[config.mk]
export PLATFORM = sky130hd
export DESIGN_NAME = dpram_top
export DESIGN_NICKNAME = d
export VERILOG_FILES = /design/src/rtl/dpram_pkg.sv /design/src/rtl/dp_burst_counter.sv /design/src/rtl/dp_mem_array.sv /design/src/rtl/dp_port_ctrl.sv /design/src/rtl/dpram_top.sv
export SDC_FILE = /design/constraint.sdc
export NUM_CORES = 2
export LEC_CHECK = 0
export BUFFER_PORTS_ARGS = -buffer_cell sky130_fd_sc_hd__buf_2
export CELL_PAD_IN_SITES_DETAIL_PLACEMENT = 1
export CELL_PAD_IN_SITES_GLOBAL_PLACEMENT = 1
export CORE_AREA = 3 3 555 777
export DETAILED_ROUTE_END_ITERATION = 8
export DIE_AREA = 0 0 558 780
export PLACE_DENSITY_LB_ADDON = 0.1
export SYNTH_ARGS = -nofsm -noshare
export SYNTH_HDL_FRONTEND = slang
export SYNTH_SLANG_ARGS = --single-unit
export TNS_END_PERCENT = 5
[constraint.sdc]
create_clock -name clk_i -period 4.1 [get_ports clk_i]
set_input_delay 0.41 -clock clk_i [delete_from_list [all_inputs] [get_ports clk_i]]
set_output_delay 0.41 -clock clk_i [all_outputs]
set_load 0.05 [all_outputs]
[src/rtl/dpram_pkg.sv]
package dpram_pkg;
  localparam int BYTES  = 4;
  localparam int BYTE_W = 9;
  localparam int WORD_W = BYTES * BYTE_W;

  typedef struct packed {
    logic             sel;
    logic             wr;
    logic [BYTES-1:0] be;
    logic             ads;
    logic             cnten;
    logic             cntrst;
  } port_ctl_t;
endpackage

[src/rtl/dp_burst_counter.sv]
module dp_burst_counter #(
  parameter int AW = 6
) (
  input  logic          clk_i,
  input  logic          rst_ni,
  input  logic          step_i,
  input  logic          clr_i,
  input  logic          load_i,
  input  logic          inc_i,
  input  logic [AW-1:0] load_addr_i,
  output logic [AW-1:0] addr_o
);
  logic [AW-1:0] cnt_q, cnt_d;

  // priority: clear, load, increment, hold
  always_comb begin
    if (clr_i)       cnt_d = '0;
    else if (load_i) cnt_d = load_addr_i;
    else if (inc_i)  cnt_d = cnt_q + AW'(1);
    else             cnt_d = cnt_q;
  end

  assign addr_o = cnt_d;

  always_ff @(posedge clk_i or negedge rst_ni) begin
    if (!rst_ni)     cnt_q <= '0;
    else if (step_i) cnt_q <= cnt_d;
  end

  assert_cnt_clr_R3: assert property (@(posedge clk_i) disable iff (!rst_ni)
    (step_i && clr_i) |=> (cnt_q == '0));

  assert_cnt_load_R4: assert property (@(posedge clk_i) disable iff (!rst_ni)
    (step_i && !clr_i && load_i) |=> (cnt_q == $past(load_addr_i)));

  assert_cnt_inc_R5: assert property (@(posedge clk_i) disable iff (!rst_ni)
    (step_i && !clr_i && !load_i && inc_i) |=> (cnt_q == AW'($past(cnt_q) + 1'b1)));

  assert_cnt_hold_R6: assert property (@(posedge clk_i) disable iff (!rst_ni)
    (!step_i) |=> $stable(cnt_q));
endmodule

[src/rtl/dp_mem_array.sv]
module dp_mem_array import dpram_pkg::*; #(
  parameter int DEPTH = 64,
  localparam int AW = $clog2(DEPTH)
) (
  input  logic              clk_i,
  input  logic              rst_ni,
  input  logic [AW-1:0]     a_addr_i,
  input  logic              a_we_i,
  input  logic              a_re_i,
  input  logic [BYTES-1:0]  a_be_i,
  input  logic [WORD_W-1:0] a_wdata_i,
  output logic [WORD_W-1:0] a_rdata_o,
  input  logic [AW-1:0]     b_addr_i,
  input  logic              b_we_i,
  input  logic              b_re_i,
  input  logic [BYTES-1:0]  b_be_i,
  input  logic [WORD_W-1:0] b_wdata_i,
  output logic [WORD_W-1:0] b_rdata_o
);
  logic [WORD_W-1:0] mem_q [DEPTH];

  // reads sample the array before this edge's writes land: old data on a clash
  always_ff @(posedge clk_i or negedge rst_ni) begin
    if (!rst_ni) begin
      a_rdata_o <= '0;
      b_rdata_o <= '0;
    end else begin
      if (a_re_i) a_rdata_o <= mem_q[a_addr_i];
      if (b_re_i) b_rdata_o <= mem_q[b_addr_i];
    end
  end

  // port B first, port A second: A overrides on shared bytes
  always_ff @(posedge clk_i) begin
    for (int i = 0; i < BYTES; i++) begin
      if (b_we_i && b_be_i[i]) mem_q[b_addr_i][i*BYTE_W +: BYTE_W] <= b_wdata_i[i*BYTE_W +: BYTE_W];
      if (a_we_i && a_be_i[i]) mem_q[a_addr_i][i*BYTE_W +: BYTE_W] <= a_wdata_i[i*BYTE_W +: BYTE_W];
    end
  end
endmodule

[src/rtl/dp_port_ctrl.sv]
module dp_port_ctrl import dpram_pkg::*; #(
  parameter int AW = 6
) (
  input  logic              clk_i,
  input  logic              rst_ni,
  input  logic              ce0_i,
  input  logic              ce1_i,
  input  logic              wr_i,
  input  logic [BYTES-1:0]  be_i,
  input  logic              ads_i,
  input  logic              cnten_i,
  input  logic              cntrst_i,
  input  logic [AW-1:0]     addr_i,
  input  logic [WORD_W-1:0] wdata_i,
  input  logic              oe_i,
  output logic [AW-1:0]     mem_addr_o,
  output logic              mem_we_o,
  output logic              mem_re_o,
  output logic [BYTES-1:0]  mem_be_o,
  output logic [WORD_W-1:0] mem_wdata_o,
  input  logic [WORD_W-1:0] mem_rdata_i,
  output logic [WORD_W-1:0] rdata_o,
  output logic              rdata_oe_o
);
  port_ctl_t         ctl_q;
  logic [AW-1:0]     addr_q;
  logic [WORD_W-1:0] wdata_q;
  logic              rd_vld_q, drv_q;
  logic [WORD_W-1:0] dout_q;

  always_ff @(posedge clk_i or negedge rst_ni) begin
    if (!rst_ni) begin
      ctl_q   <= '0;
      addr_q  <= '0;
      wdata_q <= '0;
    end else begin
      ctl_q.sel    <= ~ce0_i & ce1_i;
      ctl_q.wr     <= wr_i;
      ctl_q.be     <= be_i;
      ctl_q.ads    <= ads_i;
      ctl_q.cnten  <= cnten_i;
      ctl_q.cntrst <= cntrst_i;
      addr_q       <= addr_i;
      wdata_q      <= wdata_i;
    end
  end

  dp_burst_counter #(.AW(AW)) u_cnt (
    .clk_i       (clk_i),
    .rst_ni      (rst_ni),
    .step_i      (ctl_q.sel),
    .clr_i       (ctl_q.cntrst),
    .load_i      (ctl_q.ads),
    .inc_i       (ctl_q.cnten),
    .load_addr_i (addr_q),
    .addr_o      (mem_addr_o)
  );

  assign mem_we_o    = ctl_q.sel & ctl_q.wr;
  assign mem_re_o    = ctl_q.sel & ~ctl_q.wr;
  assign mem_be_o    = ctl_q.be;
  assign mem_wdata_o = wdata_q;

  always_ff @(posedge clk_i or negedge rst_ni) begin
    if (!rst_ni) begin
      rd_vld_q <= 1'b0;
      drv_q    <= 1'b0;
      dout_q   <= '0;
    end else begin
      rd_vld_q <= mem_re_o;
      drv_q    <= rd_vld_q;
      if (rd_vld_q) dout_q <= mem_rdata_i;
    end
  end

  // output enable is not registered
  assign rdata_oe_o = oe_i & drv_q;
  assign rdata_o    = rdata_oe_o ? dout_q : '0;

  assert_desel_dark_R6: assert property (@(posedge clk_i) disable iff (!rst_ni)
    (!ctl_q.sel) |-> ##2 (!drv_q));

  assert_write_dark_R7: assert property (@(posedge clk_i) disable iff (!rst_ni)
    (ctl_q.sel && ctl_q.wr) |-> ##2 (!drv_q));
endmodule

[src/rtl/dpram_top.sv]
module dpram_top import dpram_pkg::*; #(
  parameter int DEPTH = 64,
  localparam int AW = $clog2(DEPTH)
) (
  input  logic              clk_i,
  input  logic              rst_ni,
  input  logic              a_ce0_i,
  input  logic              a_ce1_i,
  input  logic              a_wr_i,
  input  logic [BYTES-1:0]  a_be_i,
  input  logic              a_ads_i,
  input  logic              a_cnten_i,
  input  logic              a_cntrst_i,
  input  logic [AW-1:0]     a_addr_i,
  input  logic [WORD_W-1:0] a_wdata_i,
  input  logic              a_oe_i,
  output logic [WORD_W-1:0] a_rdata_o,
  output logic              a_rdata_oe_o,
  input  logic              b_ce0_i,
  input  logic              b_ce1_i,
  input  logic              b_wr_i,
  input  logic [BYTES-1:0]  b_be_i,
  input  logic              b_ads_i,
  input  logic              b_cnten_i,
  input  logic              b_cntrst_i,
  input  logic [AW-1:0]     b_addr_i,
  input  logic [WORD_W-1:0] b_wdata_i,
  input  logic              b_oe_i,
  output logic [WORD_W-1:0] b_rdata_o,
  output logic              b_rdata_oe_o
);
  logic [AW-1:0]     a_maddr, b_maddr;
  logic              a_mwe, a_mre, b_mwe, b_mre;
  logic [BYTES-1:0]  a_mbe, b_mbe;
  logic [WORD_W-1:0] a_mwd, b_mwd, a_mrd, b_mrd;

  dp_port_ctrl #(.AW(AW)) u_port_a (
    .clk_i(clk_i), .rst_ni(rst_ni),
    .ce0_i(a_ce0_i), .ce1_i(a_ce1_i), .wr_i(a_wr_i), .be_i(a_be_i),
    .ads_i(a_ads_i), .cnten_i(a_cnten_i), .cntrst_i(a_cntrst_i),
    .addr_i(a_addr_i), .wdata_i(a_wdata_i), .oe_i(a_oe_i),
    .mem_addr_o(a_maddr), .mem_we_o(a_mwe), .mem_re_o(a_mre),
    .mem_be_o(a_mbe), .mem_wdata_o(a_mwd), .mem_rdata_i(a_mrd),
    .rdata_o(a_rdata_o), .rdata_oe_o(a_rdata_oe_o)
  );

  dp_port_ctrl #(.AW(AW)) u_port_b (
    .clk_i(clk_i), .rst_ni(rst_ni),
    .ce0_i(b_ce0_i), .ce1_i(b_ce1_i), .wr_i(b_wr_i), .be_i(b_be_i),
    .ads_i(b_ads_i), .cnten_i(b_cnten_i), .cntrst_i(b_cntrst_i),
    .addr_i(b_addr_i), .wdata_i(b_wdata_i), .oe_i(b_oe_i),
    .mem_addr_o(b_maddr), .mem_we_o(b_mwe), .mem_re_o(b_mre),
    .mem_be_o(b_mbe), .mem_wdata_o(b_mwd), .mem_rdata_i(b_mrd),
    .rdata_o(b_rdata_o), .rdata_oe_o(b_rdata_oe_o)
  );

  dp_mem_array #(.DEPTH(DEPTH)) u_mem (
    .clk_i(clk_i), .rst_ni(rst_ni),
    .a_addr_i(a_maddr), .a_we_i(a_mwe), .a_re_i(a_mre), .a_be_i(a_mbe),
    .a_wdata_i(a_mwd), .a_rdata_o(a_mrd),
    .b_addr_i(b_maddr), .b_we_i(b_mwe), .b_re_i(b_mre), .b_be_i(b_mbe),
    .b_wdata_i(b_mwd), .b_rdata_o(b_mrd)
  );
endmodule

==> out/metrics.cfg <==
[floorplan]
coreArea_um2=425000
die-area_um2=435000
placementRows=283
start_util=0.349
die_w_um=558
die_y_um=780
ios=182

[sta]
setup_violations=32
final.min_clock_period_ns=4.13
fin_ws_ns=-0.0342
drv_slew=0
worst_pin_slew_ns=1.39
fin_worst_skew_ns=0.0408
max_freq_mhz=242
rsz0062_at_grt=yes
timing.hold.ws_ns=0.0411
slew_headroom=0.0724
hold_viol_final=0
min_period_over_period=1.01

[synth]
synth_cell_types=86
synth.cell_area_um2=148000
synthCells=11100
yosys_warnings=0
synth_top_area_frac=0.467
netlist.top_cell.by_area=edfxtp_1
yosysSeqAreaShare=0.511
synth_seq_cells=2566
synth_flop_cell=edfxtp_1
avgSynthCellArea_um2=13.3
async_flop_share=0.102
syn_nets=11300
synth_edf_count=2304
synth_area_leaders=edfxtp_1, mux2_2, mux4_2

[setup_path]
rrSetupSlack_ns=-0.03
crit_required_ns=4.78
start_kind=flip-flop
r2r-start=u_port_a.u_cnt.cnt_q[0]
cp-end-kind=flip-flop
path_class=flip-flop to flip-flop
r2r-end=u_mem.mem_q[59][8]
cp.arrival_ns=4.82
startpoint=u_port_a.u_cnt.cnt_q[0]
reg2reg_depth=12
critPathMaxFanout=10
crit_path_end=u_mem.mem_q[59][8]

[finish]
final_util=0.412
layout.cells.non_filler=17800
design_area_um2=175000
fin_nets=12000
drive_gt1_frac=0.423
syn2layout_area_growth_pct=17.9

[power_and_ir_drop]
p_total_uw=71800
power.leakage_uw=0.0602
ir_drop_uv=301
power.density_nw_per_um2=411

[cts]
clockBufferDepth=4
htree_num_levels=5
clock_latency_ns=1.00
root_buffer=clkbuf_16
cts_tree=yes
clk_pin_slew_ns=0.06
numCtsBuffers=296
cts.sink_count=2566

[route]
routedWlPerCell_um=47.0
remaining_drc_errors=0
drtAntennaViolNets=0
drtIter0Drc=16000
via_count=118000
routed_via_density=6.66
wl_um=835000
dr.pass1.iters=8

[placement]
portBuffers=181
place_congestion=1.01
dp_hpwl_um=589000
placedCellCount=17000
dpl_cell_area_um2=163000

[outcome]
status=finished, violations left
violations=negative setup slack

[grt]
grt_use_total=0.373
grt_pass1_vias=118000
grt-ovfl-total=0
grt_max_degree=69
grt_pass1_wl_um=1100000
antenna_found_initial=130

[run]
drv_cap=0

[hold_path]
hp-class=input port to flip-flop

-- area by class of cell --
cell class / count / area (µm²)
well taps: 5557 / 6950
diodes: 107 / 268
inverters: 15 / 57.6
clock buffers: 393 / 8330
flip-flops and latches: 2566 / 75900
multi-input cells: 7383 / 68100
clock inverters: 142 / 1500
repair buffers: 1600 / 13700
fillers: 43200 / 250000
-- timing repair --
| item | 4_1_cts | 5_1_grt |
|---|---|---|
| setup endpoints to repair | 55 | 95 |
| hold endpoints to repair | 166 | 0 |
| buffers inserted | 7 | 9 |
| gates resized for setup | 7 | 7 |
| hold buffers | 119 | 0 |
| pin swaps | 2 | 3 |
-- cells in the final DEF, fill, tap and decap left out, types with 21 or more instances in the layout --
| cell type | n |
|---|---|
| edfxtp_1 | 2304 |
| o22ai_1 | 121 |
| o211ai_1 | 23 |
| bufinv_16 | 28 |
| dfrtp_1 | 186 |
| diode_2 | 107 |
| nor2_1 | 92 |
| a32oi_1 | 95 |
| clkinv_1 | 41 |
| nand2_2 | 40 |
| a31oi_1 | 47 |
| nor2_2 | 92 |
| clkbuf_8 | 22 |
| buf_2 | 179 |
| nand3_1 | 413 |
| dlygate4sd3_1 | 119 |
| nand4_1 | 151 |
| dfrtp_2 | 65 |
| a22oi_1 | 274 |
| mux2i_1 | 385 |
| clkbuf_1 | 59 |
| clkbuf_16 | 312 |
| a221oi_1 | 63 |
| nand2_1 | 1280 |
| and3_1 | 162 |
| o32a_1 | 37 |
| clkinv_2 | 43 |
| a22o_1 | 36 |
| mux2_2 | 2172 |
| nand2_4 | 23 |
| buf_12 | 148 |
| mux4_2 | 648 |
| o2111ai_1 | 21 |
| mux2_1 | 252 |
| a21oi_1 | 353 |
| o21ai_1 | 36 |
| o21ai_0 | 178 |
| buf_4 | 1152 |
| nor2_4 | 52 |
-- synthesized netlist by cell type (190+ instances only) --
master,n
mux2i_1,385
a21oi_1,358
nand3_1,415
mux2_2,2172
buf_2,230
buf_1,190
o21ai_0,215
a22oi_1,275
mux4_2,648
mux2_1,252
clkbuf_1,695
dfrtp_1,262
edfxtp_1,2304
nand2_1,1291
-- stage by stage --
| stage | TNS, ns | setup WS (ns) |
|---|---|---|
| CTS | 0 | 0.000206 |
| global placement | -4.89 | -0.169 |
| floorplan | 0 | 0.641 |
| detailed placement | -4.94 | -0.213 |
| finish | -0.522 | -0.0342 |
| global route | -0.639 | -0.0782 |
-- flip-flops by register name (all words and copies together), names as in the netlist, 4 cells and up --
name                  count
u_port_a.u_cnt.cnt_q      6
u_port_a.mem_be_o         4
u_port_b.ctl_q            5
u_port_b.dout_q          36
u_mem.b_rdata_o          36
u_port_a.ctl_q            5
u_mem.a_rdata_o          36
u_port_a.addr_q           6
u_port_b.addr_q           6
u_mem.mem_q            2304
u_port_b.u_cnt.cnt_q      6
u_port_b.mem_be_o         4
u_port_b.mem_wdata_o     36
u_port_a.mem_wdata_o     36
u_port_a.dout_q          36
-- where the power goes --
part	switching [µW]	internal (µW)
clock	12100	16100
combinational	8620	4600
sequential	1310	29100
total	22100	49700
-- worst min path at each step --
stage	start	endpoint	slack [ns]	cells past startpoint
2_1_floorplan	rst_ni	u_mem.a_rdata_o[0]	0.11	0
3_3_place_gp	u_mem.b_rdata_o[16]	u_mem.b_rdata_o[16]	0.48	1
3_5_place_dp	u_port_b.dout_q[16]	u_port_b.dout_q[16]	0.49	1
4_1_cts	b_addr_i[5]	u_port_b.addr_q[5]	0.001	2
5_1_grt	b_wdata_i[35]	u_port_b.mem_wdata_o[35]	0.02	2
6_report	b_wdata_i[33]	u_port_b.mem_wdata_o[33]	0.04	2
-- worst max-delay path: stages (launching register included) --
cell and delay, ns:
dfrtp_1 0.44, ha_1 0.34, mux2_2 0.18, o211ai_1 0.14, buf_4 0.23, buf_4 0.19, nor2_4 0.26, nand2_2 0.31
nor2_2 0.16, buf_4 0.31, nand2_1 0.49, o21ai_0 0.42, buf_4 0.31
-- logic make-up after synthesis --
kind of cell	Yosys count	share of synthesized area
flops	2566	0.511
buf+inv	1191	0.0345
mux	3458	0.309
simple gates	2442	0.0779
fa+ha+maj	2	0.000169
compound gates	1479	0.0677
xor+xnor	2	0.000118
-- metal layers --
metal	wire length (µm)	vias up	part of all wire	global-route usage
met4	76800	34	0.092	0.286
met1	304000	63300	0.36	0.453
met3	73000	2107	0.087	0.0758
met5	340	-	0.00041	0
met2	381000	7564	0.46	0.581
li1	-	45300	-	-
No activity file was read; power rests on OpenSTA's default activity.
